`config.mk`:
```
export PLATFORM = sky130hd
export DESIGN_NAME = cmdq_consumer
export DESIGN_NICKNAME = d
export VERILOG_FILES = /design/src/rtl/cmdq_pkg.sv /design/src/rtl/cmdq_ring_ptr.sv /design/src/rtl/cmdq_op_decode.sv /design/src/rtl/cmdq_fetch_ctl.sv /design/src/rtl/cmdq_err_track.sv /design/src/rtl/cmdq_consumer.sv
export SDC_FILE = /design/constraint.sdc
export NUM_CORES = 1
export LEC_CHECK = 0
export BUFFER_PORTS_ARGS = -buffer_cell sky130_fd_sc_hd__buf_2
export CORE_AREA = 3 3 93 95
export CTS_CLUSTER_DIAMETER = 150
export DETAILED_ROUTE_END_ITERATION = 12
export DIE_AREA = 0 0 96 98
export SLEW_MARGIN = 20
export SYNTH_ARGS = -nofsm -noshare
export SYNTH_HDL_FRONTEND = slang
export SYNTH_HIERARCHICAL = 1
export SYNTH_SLANG_ARGS = --single-unit
```
`constraint.sdc`:
```
create_clock -name clk -period 5.7 [get_ports clk]
set_input_delay 0.855 -clock clk [delete_from_list [all_inputs] [get_ports clk]]
set_output_delay 0.855 -clock clk [all_outputs]
set_load 0.01 [all_outputs]
```
`src/rtl/cmdq_pkg.sv`:
```
package cmdq_pkg;

  localparam int OPC_W   = 8;
  localparam int CS_LSB  = 12;
  localparam int ERR_LSB = 24;
  localparam int ERR_W   = 7;

  localparam logic [OPC_W-1:0] OPC_SYNC = 8'h46;

  typedef enum logic [1:0] {
    CQ_ERR_NONE     = 2'd0,
    CQ_ERR_ILLEGAL  = 2'd1,
    CQ_ERR_ABORT    = 2'd2,
    CQ_ERR_ATC_SYNC = 2'd3
  } cq_err_e;

  typedef enum logic {
    FETCH_IDLE = 1'b0,
    FETCH_WAIT = 1'b1
  } fetch_st_e;

  // Sparse set of opcodes that are retired without error.
  function automatic logic opcode_legal(input logic [OPC_W-1:0] op);
    case (op)
      8'h01, 8'h02, 8'h03, 8'h04, 8'h05, 8'h06, 8'h07,
      8'h10, 8'h11, 8'h12, 8'h13,
      8'h18, 8'h1A,
      8'h20, 8'h21, 8'h22, 8'h23,
      8'h28, 8'h2A,
      8'h30,
      8'h40, 8'h41,
      8'h44, 8'h45, 8'h46:  return 1'b1;
      default:              return 1'b0;
    endcase
  endfunction

endpackage

```
`src/rtl/cmdq_ring_ptr.sv`:
```
module cmdq_ring_ptr #(
  parameter  int LOG2_DEPTH = 4,
  localparam int PTR_W      = LOG2_DEPTH + 1
) (
  input  logic             clk,
  input  logic             rst_n,
  input  logic             advance,
  input  logic [PTR_W-1:0] prod_ptr,
  output logic [PTR_W-1:0] cons_ptr,
  output logic             ring_empty
);

  // Step index by one; the wrap bit flips when the index rolls over.
  function automatic logic [PTR_W-1:0] ptr_step(input logic [PTR_W-1:0] p);
    logic [LOG2_DEPTH-1:0] idx;
    logic                  wrap;
    idx  = p[LOG2_DEPTH-1:0] + LOG2_DEPTH'(1);
    wrap = p[LOG2_DEPTH] ^ (&p[LOG2_DEPTH-1:0]);
    return {wrap, idx};
  endfunction

  logic [PTR_W-1:0] cons_q;

  always_ff @(posedge clk or negedge rst_n) begin
    if (!rst_n)       cons_q <= '0;
    else if (advance) cons_q <= ptr_step(cons_q);
  end

  assign cons_ptr   = cons_q;
  assign ring_empty = (cons_q == prod_ptr);

endmodule

```
`src/rtl/cmdq_op_decode.sv`:
```
module cmdq_op_decode
  import cmdq_pkg::*;
#(
  parameter int WORD_W = 32
) (
  input  logic [WORD_W-1:0] word0,
  output logic              op_legal,
  output logic              op_sync,
  output logic              op_sync_irq
);

  logic [OPC_W-1:0] opcode;
  logic             cs_irq_bit;
  logic             unused_word0;

  assign opcode      = word0[OPC_W-1:0];
  assign cs_irq_bit  = word0[CS_LSB];
  assign op_legal    = opcode_legal(opcode);
  assign op_sync     = (opcode == OPC_SYNC);
  assign op_sync_irq = op_sync & cs_irq_bit;

  // Fields not needed for classification.
  assign unused_word0 = ^{word0[WORD_W-1:CS_LSB+1], word0[CS_LSB-1:OPC_W]};

endmodule

```
`src/rtl/cmdq_fetch_ctl.sv`:
```
module cmdq_fetch_ctl
  import cmdq_pkg::*;
(
  input  logic clk,
  input  logic rst_n,
  input  logic can_start,
  input  logic rd_valid,
  output logic rd_req,
  output logic resp_take
);

  fetch_st_e state;

  assign rd_req    = (state == FETCH_IDLE) & can_start;
  assign resp_take = (state == FETCH_WAIT) & rd_valid;

  always_ff @(posedge clk or negedge rst_n) begin
    if (!rst_n)         state <= FETCH_IDLE;
    else if (rd_req)    state <= FETCH_WAIT;
    else if (resp_take) state <= FETCH_IDLE;
  end

endmodule

```
`src/rtl/cmdq_err_track.sv`:
```
module cmdq_err_track
  import cmdq_pkg::*;
(
  input  logic    clk,
  input  logic    rst_n,
  input  logic    resp_take,
  input  logic    rd_err,
  input  logic    op_legal,
  input  logic    gerror_ack,
  output cq_err_e err_code,
  output logic    gerror_flag,
  output logic    irq_gerror,
  output logic    err_pending
);

  logic fault_abort;
  logic fault_illegal;

  assign fault_abort   = resp_take & rd_err;
  assign fault_illegal = resp_take & ~rd_err & ~op_legal;
  assign err_pending   = gerror_flag ^ gerror_ack;

  always_ff @(posedge clk or negedge rst_n) begin
    if (!rst_n) begin
      err_code    <= CQ_ERR_NONE;
      gerror_flag <= 1'b0;
      irq_gerror  <= 1'b0;
    end else begin
      irq_gerror <= fault_abort | fault_illegal;
      if (fault_abort | fault_illegal) begin
        err_code    <= fault_abort ? CQ_ERR_ABORT : CQ_ERR_ILLEGAL;
        gerror_flag <= ~gerror_flag;
      end
    end
  end

endmodule

```
`src/rtl/cmdq_consumer.sv`:
```
module cmdq_consumer
  import cmdq_pkg::*;
#(
  parameter  int LOG2_DEPTH = 4,
  parameter  int ADDR_W     = 32,
  parameter  int WORD_W     = 32,
  parameter  int CMD_WORDS  = 4,
  localparam int PTR_W      = LOG2_DEPTH + 1,
  localparam int DATA_W     = CMD_WORDS * WORD_W
) (
  input  logic              clk,
  input  logic              rst_n,
  input  logic              q_enable,
  input  logic [PTR_W-1:0]  prod_ptr,
  input  logic [ADDR_W-1:0] q_base,
  input  logic              gerrorn_cmdq,
  output logic              rd_req,
  output logic [ADDR_W-1:0] rd_addr,
  input  logic              rd_valid,
  input  logic              rd_err,
  input  logic [DATA_W-1:0] rd_data,
  output logic [31:0]       cons_reg,
  output logic              gerror_cmdq,
  output logic              irq_sync,
  output logic              irq_gerror
);

  localparam int SLOT_SHIFT = $clog2(DATA_W / 8);

  logic [PTR_W-1:0] cons_ptr;
  logic             ring_empty;
  logic             err_pending;
  logic             can_start;
  logic             resp_take;
  logic             advance;
  logic             op_legal;
  logic             op_sync;
  logic             op_sync_irq;
  logic             unused_payload;
  cq_err_e          err_code;

  assign can_start = q_enable & ~ring_empty & ~err_pending;
  assign advance   = resp_take & ~rd_err;

  cmdq_ring_ptr #(.LOG2_DEPTH(LOG2_DEPTH)) u_ring (
    .clk        (clk),
    .rst_n      (rst_n),
    .advance    (advance),
    .prod_ptr   (prod_ptr),
    .cons_ptr   (cons_ptr),
    .ring_empty (ring_empty)
  );

  cmdq_fetch_ctl u_fetch (
    .clk       (clk),
    .rst_n     (rst_n),
    .can_start (can_start),
    .rd_valid  (rd_valid),
    .rd_req    (rd_req),
    .resp_take (resp_take)
  );

  cmdq_op_decode #(.WORD_W(WORD_W)) u_dec (
    .word0       (rd_data[WORD_W-1:0]),
    .op_legal    (op_legal),
    .op_sync     (op_sync),
    .op_sync_irq (op_sync_irq)
  );

  cmdq_err_track u_err (
    .clk         (clk),
    .rst_n       (rst_n),
    .resp_take   (resp_take),
    .rd_err      (rd_err),
    .op_legal    (op_legal),
    .gerror_ack  (gerrorn_cmdq),
    .err_code    (err_code),
    .gerror_flag (gerror_cmdq),
    .irq_gerror  (irq_gerror),
    .err_pending (err_pending)
  );

  always_ff @(posedge clk or negedge rst_n) begin
    if (!rst_n) irq_sync <= 1'b0;
    else        irq_sync <= advance & op_sync_irq;
  end

  assign rd_addr = q_base + (ADDR_W'(cons_ptr[LOG2_DEPTH-1:0]) << SLOT_SHIFT);

  always_comb begin
    cons_reg                       = '0;
    cons_reg[PTR_W-1:0]            = cons_ptr;
    cons_reg[ERR_LSB +: ERR_W]     = ERR_W'(err_code);
  end

  // Payload words beyond word 0 are not needed by this block.
  assign unused_payload = ^{rd_data[DATA_W-1:WORD_W], op_sync};

endmodule

```
Yosys cells after proc, flatten, opt, wreduce, memory -nomap -nowiden

Index checks and enable logic that the tools add are counted.

$add $sub $neg: 2
Equality and inequality tests: 26
Multiplexer cells: 4
Bitwise operators: 18
Reductions and logical operators: 3

Operators with widths:

| operator              | number |
|---|---|
| $eq A8 B6 Y1 const B  | 7 |
| $eq A8 B5 Y1 const B  | 6 |
| $eq A8 B7 Y1 const B  | 5 |
| $add A32 B8 Y32       | 1 |
| $eq A8 B3 Y1 const B  | 4 |
| $reduce_or A25 Y1     | 1 |
| $eq A8 B2 Y1 const B  | 2 |
| $and A1 B1 Y1         | 9 |
| $eq A8 B1 Y1 const B  | 1 |
| $not A1 Y1            | 6 |
| $eq A5 B5 Y1          | 1 |
| $add A4 B1 Y4 const B | 1 |
| $reduce_and A4 Y1     | 1 |
| $mux W1               | 3 |
| $mux W2               | 1 |
| $reduce_bool A2 Y1    | 1 |
| $xor A1 B1 Y1         | 2 |
| $or A1 B1 Y1          | 1 |

Bits in registers: 11
Input port bits: 171
Output and inout bits: 68
Logic and storage cells: 59

Logic depth before layout (Yosys ltp)

Word-level depth: 6
Gate-level depth with buffers: 8
Mapped depth without buffers: 7

Modules after synthesis

Netlist, hierarchy kept.

By module, submodules not included:

| module         | times used | cells each | area each (um2) | sequential area each (um2) |
|---|---|---|---|---|
| cmdq_consumer  | 1          | 128        | 999.7           | 25.0 |
| cmdq_ring_ptr  | 1          | 21         | 254.0           | 125.1 |
| cmdq_err_track | 1          | 12         | 167.7           | 100.1 |
| cmdq_op_decode | 1          | 22         | 151.4           | 0.0 |
| cmdq_fetch_ctl | 1          | 5          | 51.3            | 25.0 |

Least setup slack after synthesis

OpenSTA, ideal clock, no wires.

Path kind: input to output
From: in q_base[4]
To: out rd_addr[8]
Arrival: 2.243 ns
Data required time: 4.845 ns
Path slack: 2.602 ns
Stages: 7
Path buffers: 1
Cell sequence: ha_1 > inv_1 > fa_1 > nor2b_1 > o31ai_1 > buf_2 > a21boi_0

Longest elaborated chain between the ends: 1

Ends and longest elaborated chain:

| element            | line                | source |
|---|---|---|
| start: declaration | cmdq_consumer.sv:15 | `input logic [ADDR_W-1:0] q_base,` |
| $add A32 B8 Y32    | cmdq_consumer.sv:88 | `assign rd_addr = q_base + (ADDR_W'(cons_ptr[LOG2_DEPTH-1:0]) << SLOT_SHIFT);` |
| end: declaration   | cmdq_consumer.sv:18 | `output logic [ADDR_W-1:0] rd_addr,` |

No other way between the ends.

Final worst setup path

From: in q_base[7]
To: out rd_addr[15]

Same word-level chain as after synthesis.

==> out/metrics.yaml <==
worst_setup_path:
  required_ns: 4.85
  crit_arrival_ns: 2.58
  r2r_end: "u_ring/cons_ptr[1]"
  endpoint_kind: "output port"
  crit_path_frequent_cell: "buf_2"
  reg2regPathDepth: 3
  crit_chain: "buf_2 > ha_1 > a21o_1 > a2bb2oi_2 > nor3_1 > xor2_1 > buf_2"
  crit_path_max_incr_delay_ns: 0.56
  cpMaxStageDelayCell: "a2bb2oi_2"
  reg2reg_from: "u_fetch/state"
  worstSetupStartpointType: "input port"
  rrSetupSlack_ns: 4.18
  critical_path.max_fanout: 12
  critical_path_class: "input port to output port"
global_routing:
  grt_max_degree: 14
  gr-total-overflow: 0
  grt_pass1_wl_mm: 6.465
  antenna_found_initial: 0
  track_usage_pct: 8.151
  grt_pass1_vias: 1443
cells_and_area:
  n_antenna_cell: 0
  fin_nets: 448
  nFillCells: 858
  area_growth_pct: 28.27
  layout.area.seq_um2: 275.3
  drive_gt1_share_pct: 42.22
  final_area_mm2: 0.002083
  multi_input_area_mm2: 0.001160
synth:
  avgSynthCellArea_um2: 8.639
  synth_edf_count: 0
  synth_ff_type: "dfrtp_1"
  ys_top_cells_by_count: "30 x buf_4, 25 x xor2_1, 12 x nor2_1"
  async_flop_share_pct: 100.0
  synthTopCellsByArea: "dfrtp_1 17%, buf_4 14%, xor2_1 13%"
  yosysMostFrequentCell: "buf_4"
  netlist_area_mm2: 0.001624
  synth_top_area_share_pct: 16.95
  ys_seq_area_share_pct: 16.95
  synth_cells: 188
  yosysTopAreaCell: "dfrtp_1"
  ys_seq_elements: 11
  yosysWarningCount: 6
  yosys.cell_types.count: 48
floorplanning:
  die_y_um: 98
  start_util_pct: 20.80
  coreArea_mm2: 0.007807
  dieArea_mm2: 0.009408
  rows: 32
  dieWidth_um: 96
  pin_count: 239
cts:
  insertion_delay_ns: 0.23
  htreeDepth: 1
  clock_sinks: 11
  cts_tree: "yes"
  cts_resized: 0
  holdBufCountCts: 0
  cts_made_buffers: 3
  clock_path_buffers: 2
  cts_root_buf: "clkbuf_8"
  post_cts_buffers: 0
  clkTransAtPathRegs_ns: 0.05
routing:
  routedWlPerCell_um: 10.92
  routed-wl-met2_mm: 1.973
  drt_iter0_drc: 24
  via_count: 1529
  vias_per_cell: 4.110
  ant_nets: 0
  top_layer: "met3"
  drt-met1-wl_mm: 1.644
  routed_wl_mm: 4.064
  wl_met3_um: 446
  drt_pass1_iterations: 4
  drc_errors: 0
timing:
  setup_viol_count_final: 0
  relSlewSlack_pct: 51.62
  fin_crit_sh_pct: 60.34
  max_freq_ghz: 0.2908
  drv_slew: 0
  clock_skew_ns: 0.001911
  setup_tns_ns: 0
  tightest_slew_ns: 0.7250
  post-route-min-period_ns: 3.439
  layout_setup_ws_ns: 2.261
  hold_viol: 0
  worst_hold_slack_ns: 0.4831
  rsz0062_at_grt: "no"
pwr:
  clkPwrFrac_pct: 14.4
  seqPwrFrac_pct: 28.1
  ir_worst_vdd_mv: 0.2492
  p_per_area_mw_per_mm2: 245.9
  leakagePower_uw: 0.001018
  p_int_uw: 290.7
  p_switching_uw: 221.6
  swShare_pct: 43.26
  combPwrFrac_pct: 57.5
placed_design:
  port_buffers: 86
  post_dp_cell_area_mm2: 0.002038
  dp_hpwl_mm: 3.595
  post-place-ws_ns: 2.174
  gp_congestion: 0.6446
job:
  cap_violations: 0
worst_hold_path:
  worstHoldPathType: "input port to asynchronous set/reset pin"
outcome:
  status: "finished, final reports clean"
power groups by stage:
| stage | Clock (uW) | Combinational [uW] | Sequential (uW) |
|---|---|---|---|
| after floorplan | 0 | 187 | 147 |
| after global routing | 79.9 | 337 | 151 |
| after CTS | 76.1 | 303 | 145 |
| after detailed placement | 0 | 302 | 146 |
| after global placement | 0 | 298 | 145 |
| final | 73.9 | 294 | 144 |
through the flow:
step | util, % | std cells | total power, uW
2_1_floorplan | - | 212 | 334.5
3_3_place_gp | 26.11 | 368 | 443.1
3_5_place_dp | 26.11 | 368 | 447.9
4_1_cts | 26.68 | 372 | 524.6
5_1_grt | 26.68 | 372 | 567.3
6_report | 26.68 | 372 | 512.3
routing by layer:
layer | global-route usage [%] | vias up
li1 | - | 755
met4 | 0.6565 | 0
met3 | 1.695 | 0
met2 | 15.29 | 85
met1 | 9.676 | 689
met5 | 0 | -
flip-flops by register name (all words and copies together) (netlist names):
register	count
u_err/gerror_flag	1
irq_sync	1
u_ring/cons_ptr	5
u_err/err_code	2
u_err/irq_gerror	1
u_fetch/state	1
critical path, delay by kind of cell:
| family | cells | cell delay, ns |
|---|---|---|
| adder cells (fa/ha/maj) | 1 | 0.35 |
| AND/OR/NAND/NOR | 1 | 0.16 |
| XOR/XNOR | 1 | 0.17 |
| buffers and inverters | 2 | 0.26 |
| AO/OA/AOI/OAI | 2 | 0.77 |
how the worst max path moves through the flow:
stage	from	to	slack (ns)	cells past startpoint
6_report	q_base[7]	rd_addr[15]	2.26	7
5_1_grt	q_base[5]	rd_addr[15]	2.06	7
4_1_cts	q_base[7]	rd_addr[15]	2.17	7
3_5_place_dp	q_base[7]	rd_addr[15]	2.17	7
3_3_place_gp	q_base[7]	rd_addr[15]	2.18	7
2_1_floorplan	q_base[4]	rd_addr[8]	2.60	7
placed cells by master (no fill, tap or decap), drive strengths merged, types with 2 or more instances in the layout:
master  Yosys  layout
nand2b      2       2
conb        1      25
nor3b       3       3
nand2       8       8
nor2       12      12
nor2b       4       4
nor4        2       2
dfrtp      11      11
and2        3       3
xor2       25      25
xnor2      11      11
a21boi      2       2
ha          5       5
clkbuf      0       4
buf        33      87
nand3       8       8
a21o        2       2
a22oi       2       2
inv        10      10
nor3       12      12
and4        5       5
nor4b       5       5
nand4       5       5
area by class of cell:
class / count / area share, %
clock buffer: 4 / 2.162
inverter: 10 / 1.802
multi-input combinational: 158 / 55.68
sequential: 11 / 13.21
tap: 102 / 6.126
timing repair buffer: 87 / 21.02
kinds of logic after synthesis:
family | after synthesis | share of synthesized area, %
and+or+nand+nor | 73 | 30.82
buffers and inverters | 43 | 17.49
xor gates and xnor gates | 36 | 19.41
AOI/OAI and AO/OA | 17 | 9.322
DFF | 11 | 16.95
adders and majority gates | 6 | 5.085
other | 1 | 0.2309
muxes | 1 | 0.6933
No activity file was read; power rests on OpenSTA's default activity.
